==> config.mk <==
export PLATFORM = sky130hd
export DESIGN_NAME = irq_vector_unit
export DESIGN_NICKNAME = d
export VERILOG_FILES = /design/src/rtl/irqv_pkg.sv /design/src/rtl/irqv_arbiter.sv /design/src/rtl/irqv_enables.sv /design/src/rtl/irqv_shadow.sv /design/src/rtl/irqv_seq.sv /design/src/rtl/irq_vector_unit.sv
export SDC_FILE = /design/constraint.sdc
export NUM_CORES = 1
export LEC_CHECK = 0
export CAP_MARGIN = 0
export CORE_MARGIN = 5
export CORE_UTILIZATION = 50
export DETAILED_ROUTE_END_ITERATION = 6
export DONT_BUFFER_PORTS = 1
export SLEW_MARGIN = 20
export SYNTH_ARGS = -nofsm -noshare
export SYNTH_HDL_FRONTEND = slang
export SYNTH_SLANG_ARGS = --single-unit
export TNS_END_PERCENT = 20
==> constraint.sdc <==
create_clock -name clk -period 3.3 [get_ports clk]
set_clock_uncertainty 0.1 [all_clocks]
set_input_delay 0.33 -clock clk [delete_from_list [all_inputs] [get_ports clk]]
set_output_delay 0.33 -clock clk [all_outputs]
set_load 0.005 [all_outputs]
==> src/rtl/irqv_pkg.sv <==
package irqv_pkg;
  typedef enum logic [1:0] {SQ_START, SQ_IDLE, SQ_PUSH, SQ_POP} seq_state_t;
  typedef enum logic [1:0] {TK_NONE, TK_HI, TK_LO, TK_RET} take_t;
  localparam int unsigned NSHADOW = 3;
endpackage

==> src/rtl/irqv_arbiter.sv <==
module irqv_arbiter
  import irqv_pkg::*;
(
  input  logic  idle,
  input  logic  boundary,
  input  logic  irq_hi,
  input  logic  irq_lo,
  input  logic  en_hi,
  input  logic  en_lo,
  input  logic  ret_req,
  output take_t take
);
  logic gate;
  assign gate = idle & boundary;

  always_comb begin
    take = TK_NONE;
    if (gate) begin
      if (irq_hi && en_hi)      take = TK_HI;   // high level wins ties
      else if (irq_lo && en_lo) take = TK_LO;
      else if (ret_req)         take = TK_RET;  // entry beats a return
    end
  end
endmodule

==> src/rtl/irqv_enables.sv <==
module irqv_enables
  import irqv_pkg::*;
(
  input  logic  clk,
  input  logic  rst_n,
  input  take_t take,
  input  logic  idle,
  input  logic  ret_done,
  input  logic  en_wr,
  input  logic  en_hi_d,
  input  logic  en_lo_d,
  output logic  en_hi,
  output logic  en_lo
);
  logic in_hi_q;
  logic in_lo_q;
  logic saved_lo_q;
  logic write_ok;

  assign write_ok = idle && (take == TK_NONE) && en_wr;

  always_ff @(posedge clk) begin
    if (!rst_n) begin
      en_hi      <= 1'b0;
      en_lo      <= 1'b0;
      in_hi_q    <= 1'b0;
      in_lo_q    <= 1'b0;
      saved_lo_q <= 1'b0;
    end else if (take == TK_HI) begin
      saved_lo_q <= en_lo;
      en_hi      <= 1'b0;
      en_lo      <= 1'b0;
      in_hi_q    <= 1'b1;
    end else if (take == TK_LO) begin
      en_lo      <= 1'b0;
      in_lo_q    <= 1'b1;
    end else if (ret_done) begin
      if (in_hi_q) begin
        in_hi_q <= 1'b0;
        en_hi   <= 1'b1;
        en_lo   <= saved_lo_q;
      end else begin
        in_lo_q <= 1'b0;
        en_lo   <= 1'b1;
      end
    end else if (write_ok) begin
      en_hi <= en_hi_d;
      en_lo <= en_lo_d;
    end
  end
endmodule

==> src/rtl/irqv_shadow.sv <==
module irqv_shadow #(
  parameter int unsigned DW = 8,
  parameter int unsigned NR = 3
) (
  input  logic                 clk,
  input  logic                 rst_n,
  input  logic                 capture,
  input  logic [NR-1:0][DW-1:0] live,
  output logic [NR-1:0][DW-1:0] saved
);
  for (genvar g = 0; g < NR; g++) begin : g_reg
    always_ff @(posedge clk) begin
      if (!rst_n)       saved[g] <= '0;
      else if (capture) saved[g] <= live[g];
    end
  end
endmodule

==> src/rtl/irqv_seq.sv <==
module irqv_seq
  import irqv_pkg::*;
#(
  parameter int unsigned     PC_W   = 21,
  parameter logic [PC_W-1:0] RST_VEC = '0,
  parameter logic [PC_W-1:0] HI_VEC  = PC_W'(8),
  parameter logic [PC_W-1:0] LO_VEC  = PC_W'(24)
) (
  input  logic            clk,
  input  logic            rst_n,
  input  take_t           take,
  input  logic            ret_fast,
  input  logic [PC_W-1:0] pc_in,
  input  logic            push_ready,
  input  logic            pop_ready,
  input  logic [PC_W-1:0] pop_data,
  output logic            idle,
  output logic            busy,
  output logic            pc_load,
  output logic [PC_W-1:0] pc_next,
  output logic            push_valid,
  output logic [PC_W-1:0] push_data,
  output logic            pop_valid,
  output logic            ret_done,
  output logic            restore_valid
);
  seq_state_t state_q;
  logic       lvl_hi_q;
  logic       fast_q;

  always_ff @(posedge clk) begin
    if (!rst_n) begin
      state_q   <= SQ_START;
      push_data <= '0;
      lvl_hi_q  <= 1'b0;
      fast_q    <= 1'b0;
    end else begin
      unique case (state_q)
        SQ_START: state_q <= SQ_IDLE;
        SQ_IDLE: begin
          if (take == TK_HI || take == TK_LO) begin
            state_q   <= SQ_PUSH;
            push_data <= pc_in;
            lvl_hi_q  <= (take == TK_HI);
          end else if (take == TK_RET) begin
            state_q <= SQ_POP;
            fast_q  <= ret_fast;
          end
        end
        SQ_PUSH: if (push_ready) state_q <= SQ_IDLE;
        SQ_POP:  if (pop_ready)  state_q <= SQ_IDLE;
        default: state_q <= SQ_IDLE;
      endcase
    end
  end

  assign idle       = (state_q == SQ_IDLE);
  assign busy       = !idle;
  assign push_valid = (state_q == SQ_PUSH);
  assign pop_valid  = (state_q == SQ_POP);
  assign ret_done   = pop_valid && pop_ready;
  assign restore_valid = ret_done && fast_q;

  always_comb begin
    pc_load = 1'b0;
    pc_next = RST_VEC;
    unique case (state_q)
      SQ_START: pc_load = 1'b1;
      SQ_PUSH: begin
        pc_load = push_ready;
        pc_next = lvl_hi_q ? HI_VEC : LO_VEC;
      end
      SQ_POP: begin
        pc_load = pop_ready;
        pc_next = pop_data;
      end
      default: ;
    endcase
  end
endmodule

==> src/rtl/irq_vector_unit.sv <==
module irq_vector_unit
  import irqv_pkg::*;
#(
  parameter int unsigned     PC_W   = 21,
  parameter int unsigned     DW     = 8,
  parameter logic [PC_W-1:0] RST_VEC = '0,
  parameter logic [PC_W-1:0] HI_VEC  = PC_W'(8),
  parameter logic [PC_W-1:0] LO_VEC  = PC_W'(24)
) (
  input  logic            clk,
  input  logic            rst_n,
  input  logic            boundary,
  input  logic            irq_hi,
  input  logic            irq_lo,
  input  logic            ret_req,
  input  logic            ret_fast,
  input  logic            en_wr,
  input  logic            en_hi_d,
  input  logic            en_lo_d,
  input  logic [PC_W-1:0] pc_in,
  input  logic [DW-1:0]   wreg_in,
  input  logic [DW-1:0]   status_in,
  input  logic [DW-1:0]   bank_in,
  output logic            en_hi,
  output logic            en_lo,
  output logic            busy,
  output logic            pc_load,
  output logic [PC_W-1:0] pc_next,
  output logic            push_valid,
  input  logic            push_ready,
  output logic [PC_W-1:0] push_data,
  output logic            pop_valid,
  input  logic            pop_ready,
  input  logic [PC_W-1:0] pop_data,
  output logic [DW-1:0]   shd_w,
  output logic [DW-1:0]   shd_status,
  output logic [DW-1:0]   shd_bank,
  output logic            restore_valid
);
  take_t take;
  logic  idle;
  logic  ret_done;
  logic  entry;
  logic [NSHADOW-1:0][DW-1:0] live_regs;
  logic [NSHADOW-1:0][DW-1:0] shadow_regs;

  assign entry     = (take == TK_HI) || (take == TK_LO);
  assign live_regs = {bank_in, status_in, wreg_in};
  assign shd_w      = shadow_regs[0];
  assign shd_status = shadow_regs[1];
  assign shd_bank   = shadow_regs[2];

  irqv_arbiter u_arb (
    .idle(idle), .boundary(boundary), .irq_hi(irq_hi), .irq_lo(irq_lo),
    .en_hi(en_hi), .en_lo(en_lo), .ret_req(ret_req), .take(take)
  );

  irqv_enables u_en (
    .clk(clk), .rst_n(rst_n), .take(take), .idle(idle), .ret_done(ret_done),
    .en_wr(en_wr), .en_hi_d(en_hi_d), .en_lo_d(en_lo_d),
    .en_hi(en_hi), .en_lo(en_lo)
  );

  irqv_shadow #(.DW(DW), .NR(NSHADOW)) u_shd (
    .clk(clk), .rst_n(rst_n), .capture(entry), .live(live_regs), .saved(shadow_regs)
  );

  irqv_seq #(.PC_W(PC_W), .RST_VEC(RST_VEC), .HI_VEC(HI_VEC), .LO_VEC(LO_VEC)) u_seq (
    .clk(clk), .rst_n(rst_n), .take(take), .ret_fast(ret_fast), .pc_in(pc_in),
    .push_ready(push_ready), .pop_ready(pop_ready), .pop_data(pop_data),
    .idle(idle), .busy(busy), .pc_load(pc_load), .pc_next(pc_next),
    .push_valid(push_valid), .push_data(push_data), .pop_valid(pop_valid),
    .ret_done(ret_done), .restore_valid(restore_valid)
  );
endmodule

==> impl_results.md <==
* Status: finished, final reports clean
* Worst-margin pin slew at about 0.83 ns
* Final Hold Viols at 0
* Post-cts gate resize count at 0
* Crit path kind: reg -> reg
* CP Max Fanout at 23
* Synth warn at 0
* Unrepaired setup endpoints after global routing: false
* Syn-to-layout area delta at 3.960%
* Final Setup Violations at 0
* Post-DR wirelength/cell at 19.40 um
* Critical Path Sink Type: flop
* Reg clk slew, reported paths at about 0.090 ns
* Pint at roughly 900 uW
* Fraction of layout cells with a size suffix above 1 at 0.05957
* Clock net sink count at 53
* Hold Slack at approximately 0.072 ns
* Largest net degree at the start of global routing at 54
* P_sw at around 330 uW
* Sequential Power Share at 0.581
* Mean Syn Cell Area at around 9.5 um^2
* GRT Overall Usage at 0.1760
* TritonCTS buffer count at 5
* Sum of negative setup slack at 0 ns
* Root buf cell: clkbuf_8
* Peak VDD IR at between 0.2 and 0.25 mV
* First-pass GRT wire length at approximately 8.5 mm
* Port Buffers at 0
* Die X at a little under 80 um
* Antenna-violating nets left at 0
* RR Startpoint: u_seq.state_q[0]$_SDFFE_PN0P_
* Hold Path Sink: u_shd.saved[10]$_SDFFE_PN0P_
* GR Layer Usage met2 at 0.3409
* CTS max path bufs at 2
* Comb pwr share at 0.132
* Commonest non-fill, non-tap cell in the layout: dfxtp_1
* Cell variety after synth at 30
* Most frequent cells in the layout: 53 x dfxtp_1, 49 x nor2_1, 47 x mux2i_1, 21 x and3_1, 7 x nand2_1
* Rel. slew slack at 0.4467
* Starting Density at 0.5188
* Core Region at 4384 um^2
* Final worst slack at a little under 0.9 ns
* Antenna violations before repair at 0
* Worst-Skew Late Latency at roughly 0.3 ns
* Grt met3 use at 0.06713
* I/O pin cnt at approximately 150
* Synthesized cell area at 2275 um^2
* Die Span Y at 77.45 um
* Post-DP HPWL at 4.261 mm
* Pleak at between 0.001 and 0.0015 uW
* Worst-case reg-to-reg path depth at 8
* Met1 Use GR at 0.1709
* Inserted Diodes at 0
* Hold_sp: status_in[2]
* Sequential share of the synthesized area at 0.4664
* Fin crit share at 0.7342
* R2R Path End: u_seq.push_data[18]$_SDFFE_PN0P_
* Number of setup buffers added after CTS at 0
* # DRC at 0
* Die ar. at roughly 6000 um^2
* Worst reg2reg setup slack at between 0.8 and 0.9 ns
* CTS tree: done
* Initial DRC count at 85
* Via count at approximately 1.7k
* Routability Congestion at between 0.7 and 0.8
* Period minus WS final at between 2 and 2.5 ns
* Vias/cell at between 5 and 6
* FP Rows at 24
* Sw Ratio at 0.2664
* Grt ovf at 0
* Busiest metal layer after global routing: met2
* Worst Hold Depth at 2
* #FFs+latches synth at 53
* Vias in the first global route at between 1.5k and 2k
* Mapped Cells at 240
* Setup crit start kind: flop
* Final Routed Wirelength at approximately 5.6 mm
* Drt pass-1 iters at 4
* Layout net count at between 300 and 400
* Max cap viols at 0
* Critical Path AT at between 2 and 2.5 ns
* Power share of the clock group at 0.287
* Max frequency at 0.4128 GHz
* Power Density at 516.2 nW/um^2
* Slew Limit Fails at 0
* Min-Delay Path Class: in -> reg
* # H-tree levels at 2
* Mapped Nets at about 320
* Required time worst endpoint at ~3.4 ns
* Cts hold-fix bufs at 0
* Placement Setup Slack at 0.8987 ns
[final cells by class]
type,count,area [um^2]
sequential,53,1061
timing repair buffer,4,30.03
fill,391,2019
clock inverter,2,13.76
clock buffer,5,68.82
tap,52,65.06
multi-input combinational,164,1100
inverter,7,26.28
[metal layers]
layer  vias to the layer above  part of all wire
li1                        795                 -
met5                         -                 0
met2                       112              0.53
met1                       746              0.37
met4                         0             0.013
met3                        10             0.094
[power groups by stage]
| stage | Clock (uW) | Combinational (uW) | Sequential (uW) |
|---|---|---|---|
| after global placement | 0 | 154 | 724 |
| after detailed placement | 0 | 163 | 724 |
| after CTS | 365 | 163 | 710 |
| after floorplan | 0 | 144 | 715 |
| after global routing | 393 | 182 | 714 |
| final | 350 | 161 | 709 |
[state kept, by name, indices dropped and copies added (netlist names)]
name,cells
u_shd.saved,24
u_seq.lvl_hi_q,1
u_en.saved_lo_q,1
u_seq.state_q,2
u_en.in_hi_q,1
u_en.en_hi,1
u_en.en_lo,1
u_seq.push_data,21
u_seq.fast_q,1
[synthesized netlist by cell type]
library cell,n,share of area
and3b_1,1,0.0039
a21o_1,1,0.0033
nor3_1,1,0.0022
ha_1,4,0.022
and3_1,21,0.058
a21oi_1,5,0.011
nor3b_1,1,0.0033
nand3_1,1,0.0022
nor2b_1,5,0.014
inv_2,2,0.0033
nand4_1,1,0.0028
buf_2,4,0.0088
dfxtp_1,53,0.47
nor2_1,49,0.081
a2111oi_0,2,0.0077
a21boi_0,1,0.0033
o21ai_0,3,0.0066
buf_6,3,0.015
o21ai_1,5,0.011
nor4bb_1,1,0.0044
a211oi_1,1,0.0033
nand2_1,7,0.012
and2_1,3,0.0083
clkbuf_1,9,0.015
mux2i_1,47,0.21
or3_1,1,0.0028
inv_1,5,0.0083
nor3b_4,1,0.0083
nand2b_1,1,0.0028
nand4b_1,1,0.0039
[critical path, cell delays in order, from the launching register on]
cell and delay (ns):
dfxtp_1 0.34, nor2b_1 0.33, nand2_1 0.13, a21oi_1 0.20, ha_1 0.31, nor3b_4 0.19
buf_4 0.37, mux2i_1 0.26, nor2_1 0.06
[worst max path at each step]
| stage | startpoint | end | slack [ns] | cells after the start |
|---|---|---|---|---|
| final | u_seq.state_q[0]$_SDFFE_PN0P_ | u_seq.push_data[18]$_SDFFE_PN0P_ | 0.88 | 8 |
| after CTS | u_seq.state_q[0]$_SDFFE_PN0P_ | u_seq.push_data[18]$_SDFFE_PN0P_ | 0.88 | 8 |
| after global routing | u_seq.state_q[0]$_SDFFE_PN0P_ | u_seq.push_data[18]$_SDFFE_PN0P_ | 0.73 | 8 |
| after floorplan | u_seq.state_q[0]$_SDFFE_PN0P_ | u_seq.lvl_hi_q$_SDFFE_PN0P_ | 1.01 | 9 |
| after global placement | u_seq.state_q[0]$_SDFFE_PN0P_ | u_seq.push_data[16]$_SDFFE_PN0P_ | 1.06 | 8 |
| after detailed placement | u_seq.state_q[0]$_SDFFE_PN0P_ | u_seq.push_data[18]$_SDFFE_PN0P_ | 0.90 | 8 |
[per-stage QoR]
stage / util / area (um^2) / power, uW / cells
floorplan: - / 2275 / 859.1 / 240
global placement: 0.5205 / 2282 / 878.1 / 280
detailed placement: 0.5205 / 2282 / 887.1 / 280
CTS: 0.5394 / 2365 / 1238 / 287
global route: 0.5394 / 2365 / 1289 / 287
finish: 0.5394 / 2365 / 1221 / 287
[cells by family after synthesis]
| family | share of synthesized area |
|---|---|
| flops | 0.4664 |
| mux | 0.2068 |
| buf+inv | 0.05006 |
| simple gates | 0.2085 |
| compound gates | 0.04620 |
| fa+ha+maj | 0.02200 |
(Power assumes the default switching activity.)
